### config.mk
export PLATFORM = sky130hd
export DESIGN_NAME = xcvr_top
export DESIGN_NICKNAME = d
export VERILOG_FILES = /design/src/rtl/xcvr_pkg.sv /design/src/rtl/xcvr_store.sv /design/src/rtl/xcvr_path.sv /design/src/rtl/xcvr_half.sv /design/src/rtl/xcvr_top.sv
export SDC_FILE = /design/constraint.sdc
export NUM_CORES = 1
export LEC_CHECK = 0
export ABC_CLOCK_PERIOD_IN_PS = 1500
export BUFFER_PORTS_ARGS = -buffer_cell sky130_fd_sc_hd__buf_2
export CORE_ASPECT_RATIO = 0.5
export CORE_UTILIZATION = 48
export CTS_CLUSTER_SIZE = 20
export DETAILED_ROUTE_END_ITERATION = 10
export PLACE_DENSITY = 0.94
export SETUP_SLACK_MARGIN = 0.02
export SYNTH_ARGS = -nofsm -noshare
export SYNTH_HDL_FRONTEND = slang
export SYNTH_SLANG_ARGS = --single-unit
### constraint.sdc
create_clock -name clk -period 1.5 [get_ports clk]
set_input_delay 0.3 -clock clk [delete_from_list [all_inputs] [get_ports clk]]
set_output_delay 0.3 -clock clk [all_outputs]
set_load 0.02 [all_outputs]
### src/rtl/xcvr_pkg.sv
package xcvr_pkg;
  localparam int unsigned HALF_W_DEF = 8;
  localparam int unsigned N_HALF_DEF = 2;

  typedef enum logic {
    SRC_LIVE   = 1'b0,
    SRC_STORED = 1'b1
  } src_e;
endpackage

### src/rtl/xcvr_store.sv
module xcvr_store #(
  parameter int unsigned W = 8
) (
  input  logic         clk,
  input  logic         rst_n,
  input  logic         cap,
  input  logic [W-1:0] din,
  output logic [W-1:0] q
);
  always_ff @(posedge clk) begin
    if (!rst_n)   q <= '0;
    else if (cap) q <= din;
  end
endmodule

### src/rtl/xcvr_path.sv
module xcvr_path
  import xcvr_pkg::*;
#(
  parameter int unsigned W = 8
) (
  input  src_e         sel,
  input  logic [W-1:0] live,
  input  logic [W-1:0] stored,
  output logic [W-1:0] out
);
  always_comb begin
    unique case (sel)
      SRC_STORED: out = stored;
      default:    out = live;
    endcase
  end
endmodule

### src/rtl/xcvr_half.sv
module xcvr_half
  import xcvr_pkg::*;
#(
  parameter int unsigned W = 8
) (
  input  logic         clk,
  input  logic         rst_n,
  input  logic         iso,
  input  logic         dir,
  input  logic         sel_ab,
  input  logic         sel_ba,
  input  logic         cap_a,
  input  logic         cap_b,
  input  logic [W-1:0] a_in,
  input  logic [W-1:0] b_in,
  output logic [W-1:0] a_out,
  output logic [W-1:0] b_out,
  output logic [W-1:0] a_oe,
  output logic [W-1:0] b_oe
);
  logic [W-1:0] reg_a;
  logic [W-1:0] reg_b;
  logic         drive_a;
  logic         drive_b;

  xcvr_store #(.W(W)) u_store_a (
    .clk(clk), .rst_n(rst_n), .cap(cap_a), .din(a_in), .q(reg_a)
  );
  xcvr_store #(.W(W)) u_store_b (
    .clk(clk), .rst_n(rst_n), .cap(cap_b), .din(b_in), .q(reg_b)
  );

  xcvr_path #(.W(W)) u_to_b (
    .sel(src_e'(sel_ab)), .live(a_in), .stored(reg_a), .out(b_out)
  );
  xcvr_path #(.W(W)) u_to_a (
    .sel(src_e'(sel_ba)), .live(b_in), .stored(reg_b), .out(a_out)
  );

  always_comb begin
    drive_a = !iso && !dir;
    drive_b = !iso && dir;
    a_oe    = {W{drive_a}};
    b_oe    = {W{drive_b}};
  end

  AST_NO_CONTENTION: assert property (@(posedge clk) disable iff (!rst_n)
    !((|a_oe) && (|b_oe)));
  AST_ISO_QUIET: assert property (@(posedge clk) disable iff (!rst_n)
    iso |-> (a_oe == '0 && b_oe == '0));
  AST_DRIVE_A: assert property (@(posedge clk) disable iff (!rst_n)
    (!iso && !dir) |-> (&a_oe && b_oe == '0));
  AST_DRIVE_B: assert property (@(posedge clk) disable iff (!rst_n)
    (!iso && dir) |-> (&b_oe && a_oe == '0));
  AST_A_CAPTURE: assert property (@(posedge clk) disable iff (!rst_n)
    cap_a |=> reg_a == $past(a_in));
  AST_A_HOLD: assert property (@(posedge clk) disable iff (!rst_n)
    !cap_a |=> $stable(reg_a));
  AST_B_CAPTURE: assert property (@(posedge clk) disable iff (!rst_n)
    cap_b |=> reg_b == $past(b_in));
  AST_B_HOLD: assert property (@(posedge clk) disable iff (!rst_n)
    !cap_b |=> $stable(reg_b));
  AST_LIVE_TO_B: assert property (@(posedge clk) disable iff (!rst_n)
    !sel_ab |-> b_out == a_in);
  AST_LIVE_TO_A: assert property (@(posedge clk) disable iff (!rst_n)
    !sel_ba |-> a_out == b_in);
  AST_RESET_CLEAR: assert property (@(posedge clk)
    !rst_n |=> (reg_a == '0 && reg_b == '0));
endmodule

### src/rtl/xcvr_top.sv
module xcvr_top
  import xcvr_pkg::*;
#(
  parameter int unsigned HALF_W = HALF_W_DEF,
  parameter int unsigned N_HALF = N_HALF_DEF,
  localparam int unsigned BUS_W = HALF_W * N_HALF
) (
  input  logic              clk,
  input  logic              rst_n,
  input  logic [N_HALF-1:0] iso,
  input  logic [N_HALF-1:0] dir,
  input  logic [N_HALF-1:0] sel_ab,
  input  logic [N_HALF-1:0] sel_ba,
  input  logic [N_HALF-1:0] cap_a,
  input  logic [N_HALF-1:0] cap_b,
  input  logic [BUS_W-1:0]  a_in,
  output logic [BUS_W-1:0]  a_out,
  output logic [BUS_W-1:0]  a_oe,
  input  logic [BUS_W-1:0]  b_in,
  output logic [BUS_W-1:0]  b_out,
  output logic [BUS_W-1:0]  b_oe
);
  for (genvar h = 0; h < N_HALF; h++) begin : g_half
    xcvr_half #(.W(HALF_W)) u_half (
      .clk   (clk),
      .rst_n (rst_n),
      .iso   (iso[h]),
      .dir   (dir[h]),
      .sel_ab(sel_ab[h]),
      .sel_ba(sel_ba[h]),
      .cap_a (cap_a[h]),
      .cap_b (cap_b[h]),
      .a_in  (a_in[h*HALF_W +: HALF_W]),
      .b_in  (b_in[h*HALF_W +: HALF_W]),
      .a_out (a_out[h*HALF_W +: HALF_W]),
      .b_out (b_out[h*HALF_W +: HALF_W]),
      .a_oe  (a_oe[h*HALF_W +: HALF_W]),
      .b_oe  (b_oe[h*HALF_W +: HALF_W])
    );
  end
endmodule

Yosys cells after proc, flatten, opt, wreduce, memory -nomap -nowiden

Index checks and enable logic that the tools add are counted.

Input port bits: 46
Flip-flop bits (word level): 32
Logic and storage cells: 16
Output and inout port bits: 64

Muxes and demuxes: 4
Reductions and logical operators: 8

Operators with widths:

| kind              | number |
|---|---|
| 8-bit 2-to-1 mux  | 4 |
| 1-bit logical AND | 4 |
| 1-bit zero test   | 4 |

Longest topological paths before layout

Depth after elaboration: 2
Mapped depth: 3
Depth with buffers taken out: 2

Modules after synthesis

A second synthesis with hierarchy kept.

Cell total of the unflattened synthesis: 172
Area total of the unflattened synthesis: 1996.9 µm²

By module, submodules not included:

| module     | cells each | times used | sequential area each (µm²) | area an instance (µm²) |
|---|---|---|---|---|
| xcvr_store | 25         | 4          | 160.2                      | 301.5 |
| xcvr_path  | 9          | 4          | 0.0                        | 131.4 |
| xcvr_half  | 18         | 2          | 0.0                        | 132.6 |

Worst setup path before layout

Ideal clock, no wire load.

Path kind: input to output
From: input dir[0]
To: output b_oe[0]
Stages on the path: 2
Path buffers: 1
Data arrival time: 847 ps
Path slack: 353 ps
Cells stage by stage: nor2b_1 -> buf_4

Cells in the longest elaborated chain, start to end: 1

Ends and longest elaborated chain:

| item              | line            | source |
|---|---|---|
| from (decl)       | xcvr_top.sv:11  | `input logic [N_HALF-1:0] dir,` |
| 1-bit logical AND | xcvr_half.sv:42 | `drive_b = !iso && dir;` |
| to (decl)         | xcvr_top.sv:21  | `output logic [BUS_W-1:0] b_oe` |

No other way between the ends.

Worst setup path after layout

From: input sel_ab[0]
To: output b_out[5]

Cells in the longest elaborated chain, start to end: 1

Ends and longest elaborated chain:

| item             | line            | source |
|---|---|---|
| from (decl)      | xcvr_top.sv:12  | `input logic [N_HALF-1:0] sel_ab,` |
| 8-bit 2-to-1 mux | xcvr_path.sv:12 | `unique case (sel)` |
| to (decl)        | xcvr_top.sv:20  | `output logic [BUS_W-1:0] b_out,` |

No other way between the ends.

==> flow_summary.json <==
{
  "die_area_mm2": 0.00446,
  "synth_seq_cells": 32,
  "internal-power_w": 0.00156,
  "wire_per_inst_um": 12.4,
  "r2r_start": "g_half[1].u_half.u_store_b.q[5]$_SDFFE_PN0P_",
  "hp-class": "in -> reg",
  "crit_required_ns": 1.20,
  "pwr-share-comb_pct": 27.2,
  "syn_to_final_growth_pct": 17.8,
  "path_buf_inv": 2,
  "multi_input_area_mm2": 0.00102,
  "cts_sinks": 32,
  "synth_top_area_share_pct": 31.9,
  "path_max_fanout": 8,
  "antennaDiodeCount": 0,
  "synthesis.nets": 221,
  "switching_power_w": 0.000651,
  "fin_skew_ns": 0,
  "grt_usage_pct": 15.5,
  "firstDrtPassIters": 2,
  "max_stage_delay_ns": 0.33,
  "first_iter_violations": 25,
  "fin_crit_sh_pct": 89.6,
  "synth_flop_cell": "dfxtp_1",
  "tns_ns": 0,
  "yosysSeqAreaShare_pct": 31.9,
  "grt_pass1_vias": 1198,
  "coreArea_mm2": 0.00394,
  "clock_path_buffers": 2,
  "ant_nets": 0,
  "synth_cell_types": 8,
  "die_h_um": 47.7,
  "fillers": 347,
  "maxCapViolCount": 0,
  "cts_tree": "built",
  "cpMaxStageDelayCell": "mux2_4",
  "status": "completed",
  "io_pins": 110,
  "hold_path_depth": 3,
  "cts-root-buf": "clkbuf_8",
  "seqCellArea_um2": 641,
  "crit_start": "sel_ab[0]",
  "reg2reg_depth": 2,
  "ys_top_cells_by_area": "dfxtp_1, mux2_4, mux2i_1",
  "grt_max_degree": 33,
  "setup_viol": 0,
  "clkPwrFrac_pct": 30.8,
  "cp.arrival_ns": 1.04,
  "drc": 0,
  "setup.worst_path.end": "b_out[5]",
  "async_reset_ff_share_pct": 0,
  "clkLatencyLatePin_ns": 0.28,
  "synth.most_common_cell": "nor2b_1",
  "synth_edf_count": 0,
  "path_depth": 3,
  "crit_family": "buffers and inverters",
  "final_cell_area_mm2": 0.00236,
  "syn_area_mm2": 0.00201,
  "dpl-instance-area_mm2": 0.00227,
  "numPortBuffers": 109,
  "die_w_um": 93.4,
  "antenna_found_initial": 0,
  "hpwl_um": 2980,
  "p_leak_nw": 1.30,
  "layout-drive-gt1-share_pct": 59.0,
  "gp_congestion": 0.713,
  "via_per_inst": 4.59,
  "worstMarginPinSlew_ns": 0.443,
  "cts_hold_buf": 0,
  "clk_pin_slew_ns": 0.06,
  "ctsHtreeMaxLevel": 2,
  "pwr-share-seq_pct": 42.0,
  "cp-start-kind": "input port",
  "num_rows": 16,
  "wirelength_um": 3760,
  "cp_cell_sequence": "buf_2, mux2_4, buf_2",
  "slew_viol_final": 0,
  "cts_buffers": 5,
  "cts_setup_buffers": 0,
  "cp_common_cell": "buf_2",
  "powerDensity_mw_per_mm2": 935,
  "swShare_pct": 29.5,
  "crit_type": "in -> out",
  "syn_inst": 175,
  "reg2reg_slack_ns": 0.83,
  "synth_area_per_cell_um2": 11.5,
  "ys_warn_count": 0,
  "cp-end-kind": "output pin",
  "synth_top_cell_by_area": "dfxtp_1",
  "nets": 294,
  "ctsResizeCount": 0,
  "ys_top_cells_by_count": "nor2b_1, buf_4, dfxtp_1, mux2_4, mux2i_1",
  "vdd_ir_drop_max_mv": 0.549,
  "start_util_pct": 50.9,
  "grt_pass1_wl_um": 5130,
  "via_count": 1391,
  "period_minus_slack_ns": 1.34,
  "gr-total-overflow": 0,
  "rr_endpoint": "g_half[1].u_half.u_store_b.q[5]$_SDFFE_PN0P_",
  "hold_violations": 0,
  "clock.fmax_mhz": 744,
  "relSlewSlack_pct": 70.5,
  "rsz0062_at_grt": "no"
}
==> worst min-delay path: cells and delay by family <==
kind | cells | cell delay [ns]
buffers and inverters | 1 | 0.09
AND/OR/NAND/NOR | 1 | 0.09
multiplexers | 1 | 0.06
==> power groups by stage <==
stage	registers, W	clock network, W	logic [W]
after floorplan	0.000938	0	0.000497
after global placement	0.000942	0	0.000592
after detailed placement	0.000947	0	0.000607
after CTS	0.000929	0.000696	0.000608
after global routing	0.000933	0.000733	0.000647
final	0.000928	0.000681	0.000602
==> registers in the layout (all words and copies together) (netlist names) <==
name	flops
g_half.u_half.u_store_a.q	16
g_half.u_half.u_store_b.q	16
==> worst min-delay path by stage <==
stage	startpoint	end
2_1_floorplan	rst_n	g_half[0].u_half.u_store_a.q[2]$_SDFFE_PN0P_
3_3_place_gp	g_half[1].u_half.u_store_a.q[5]$_SDFFE_PN0P_	g_half[1].u_half.u_store_a.q[5]$_SDFFE_PN0P_
3_5_place_dp	g_half[0].u_half.u_store_a.q[2]$_SDFFE_PN0P_	g_half[0].u_half.u_store_a.q[2]$_SDFFE_PN0P_
4_1_cts	b_in[8]	g_half[1].u_half.u_store_b.q[0]$_SDFFE_PN0P_
5_1_grt	b_in[15]	g_half[1].u_half.u_store_b.q[7]$_SDFFE_PN0P_
6_report	b_in[9]	g_half[1].u_half.u_store_b.q[1]$_SDFFE_PN0P_
==> final cells by class <==
| type | instances | share of cell area, % |
|---|---|---|
| sequential | 32 | 27.1 |
| multi-input combinational | 100 | 43.2 |
| timing repair buffer | 109 | 23.1 |
| clock buffer | 8 | 3.81 |
| tap | 54 | 2.86 |
==> cell families after synthesis <==
logic type	Yosys count	share of synthesized area, %
muxes	64	39.9
buffers and inverters	43	17.2
and+or+nand+nor	36	11.0
DFF	32	31.9
==> through the flow <==
step | hold slack (ns) | setup slack [ns] | std cells | utilization (%) | power (W)
4_1_cts | 0.289 | 0.160 | 303 | 60.0 | 0.00223
2_1_floorplan | 0.428 | 0.353 | 175 | - | 0.00143
3_5_place_dp | 0.507 | 0.160 | 295 | 57.7 | 0.00155
6_report | 0.292 | 0.156 | 303 | 60.0 | 0.00221
5_1_grt | 0.296 | 0.124 | 303 | 60.0 | 0.00231
3_3_place_gp | 0.496 | 0.172 | 295 | 57.7 | 0.00153
==> routing by layer <==
layer	wire (um)	global-route usage, %	vias to the layer above
li1	-	-	696
met1	1510	15.9	640
met2	2000	31.3	47
met3	194	4.29	8
met4	56	8.00	0
met5	0	0	-
==> placed cells by master, fill, tap and decap left out <==
cell type	count
buf_2	109
nor2_1	2
dfxtp_1	32
mux2_4	32
clkbuf_8	6
mux2i_1	32
nor2b_1	34
clkbuf_1	2
No activity file was read; power rests on OpenSTA's default activity.
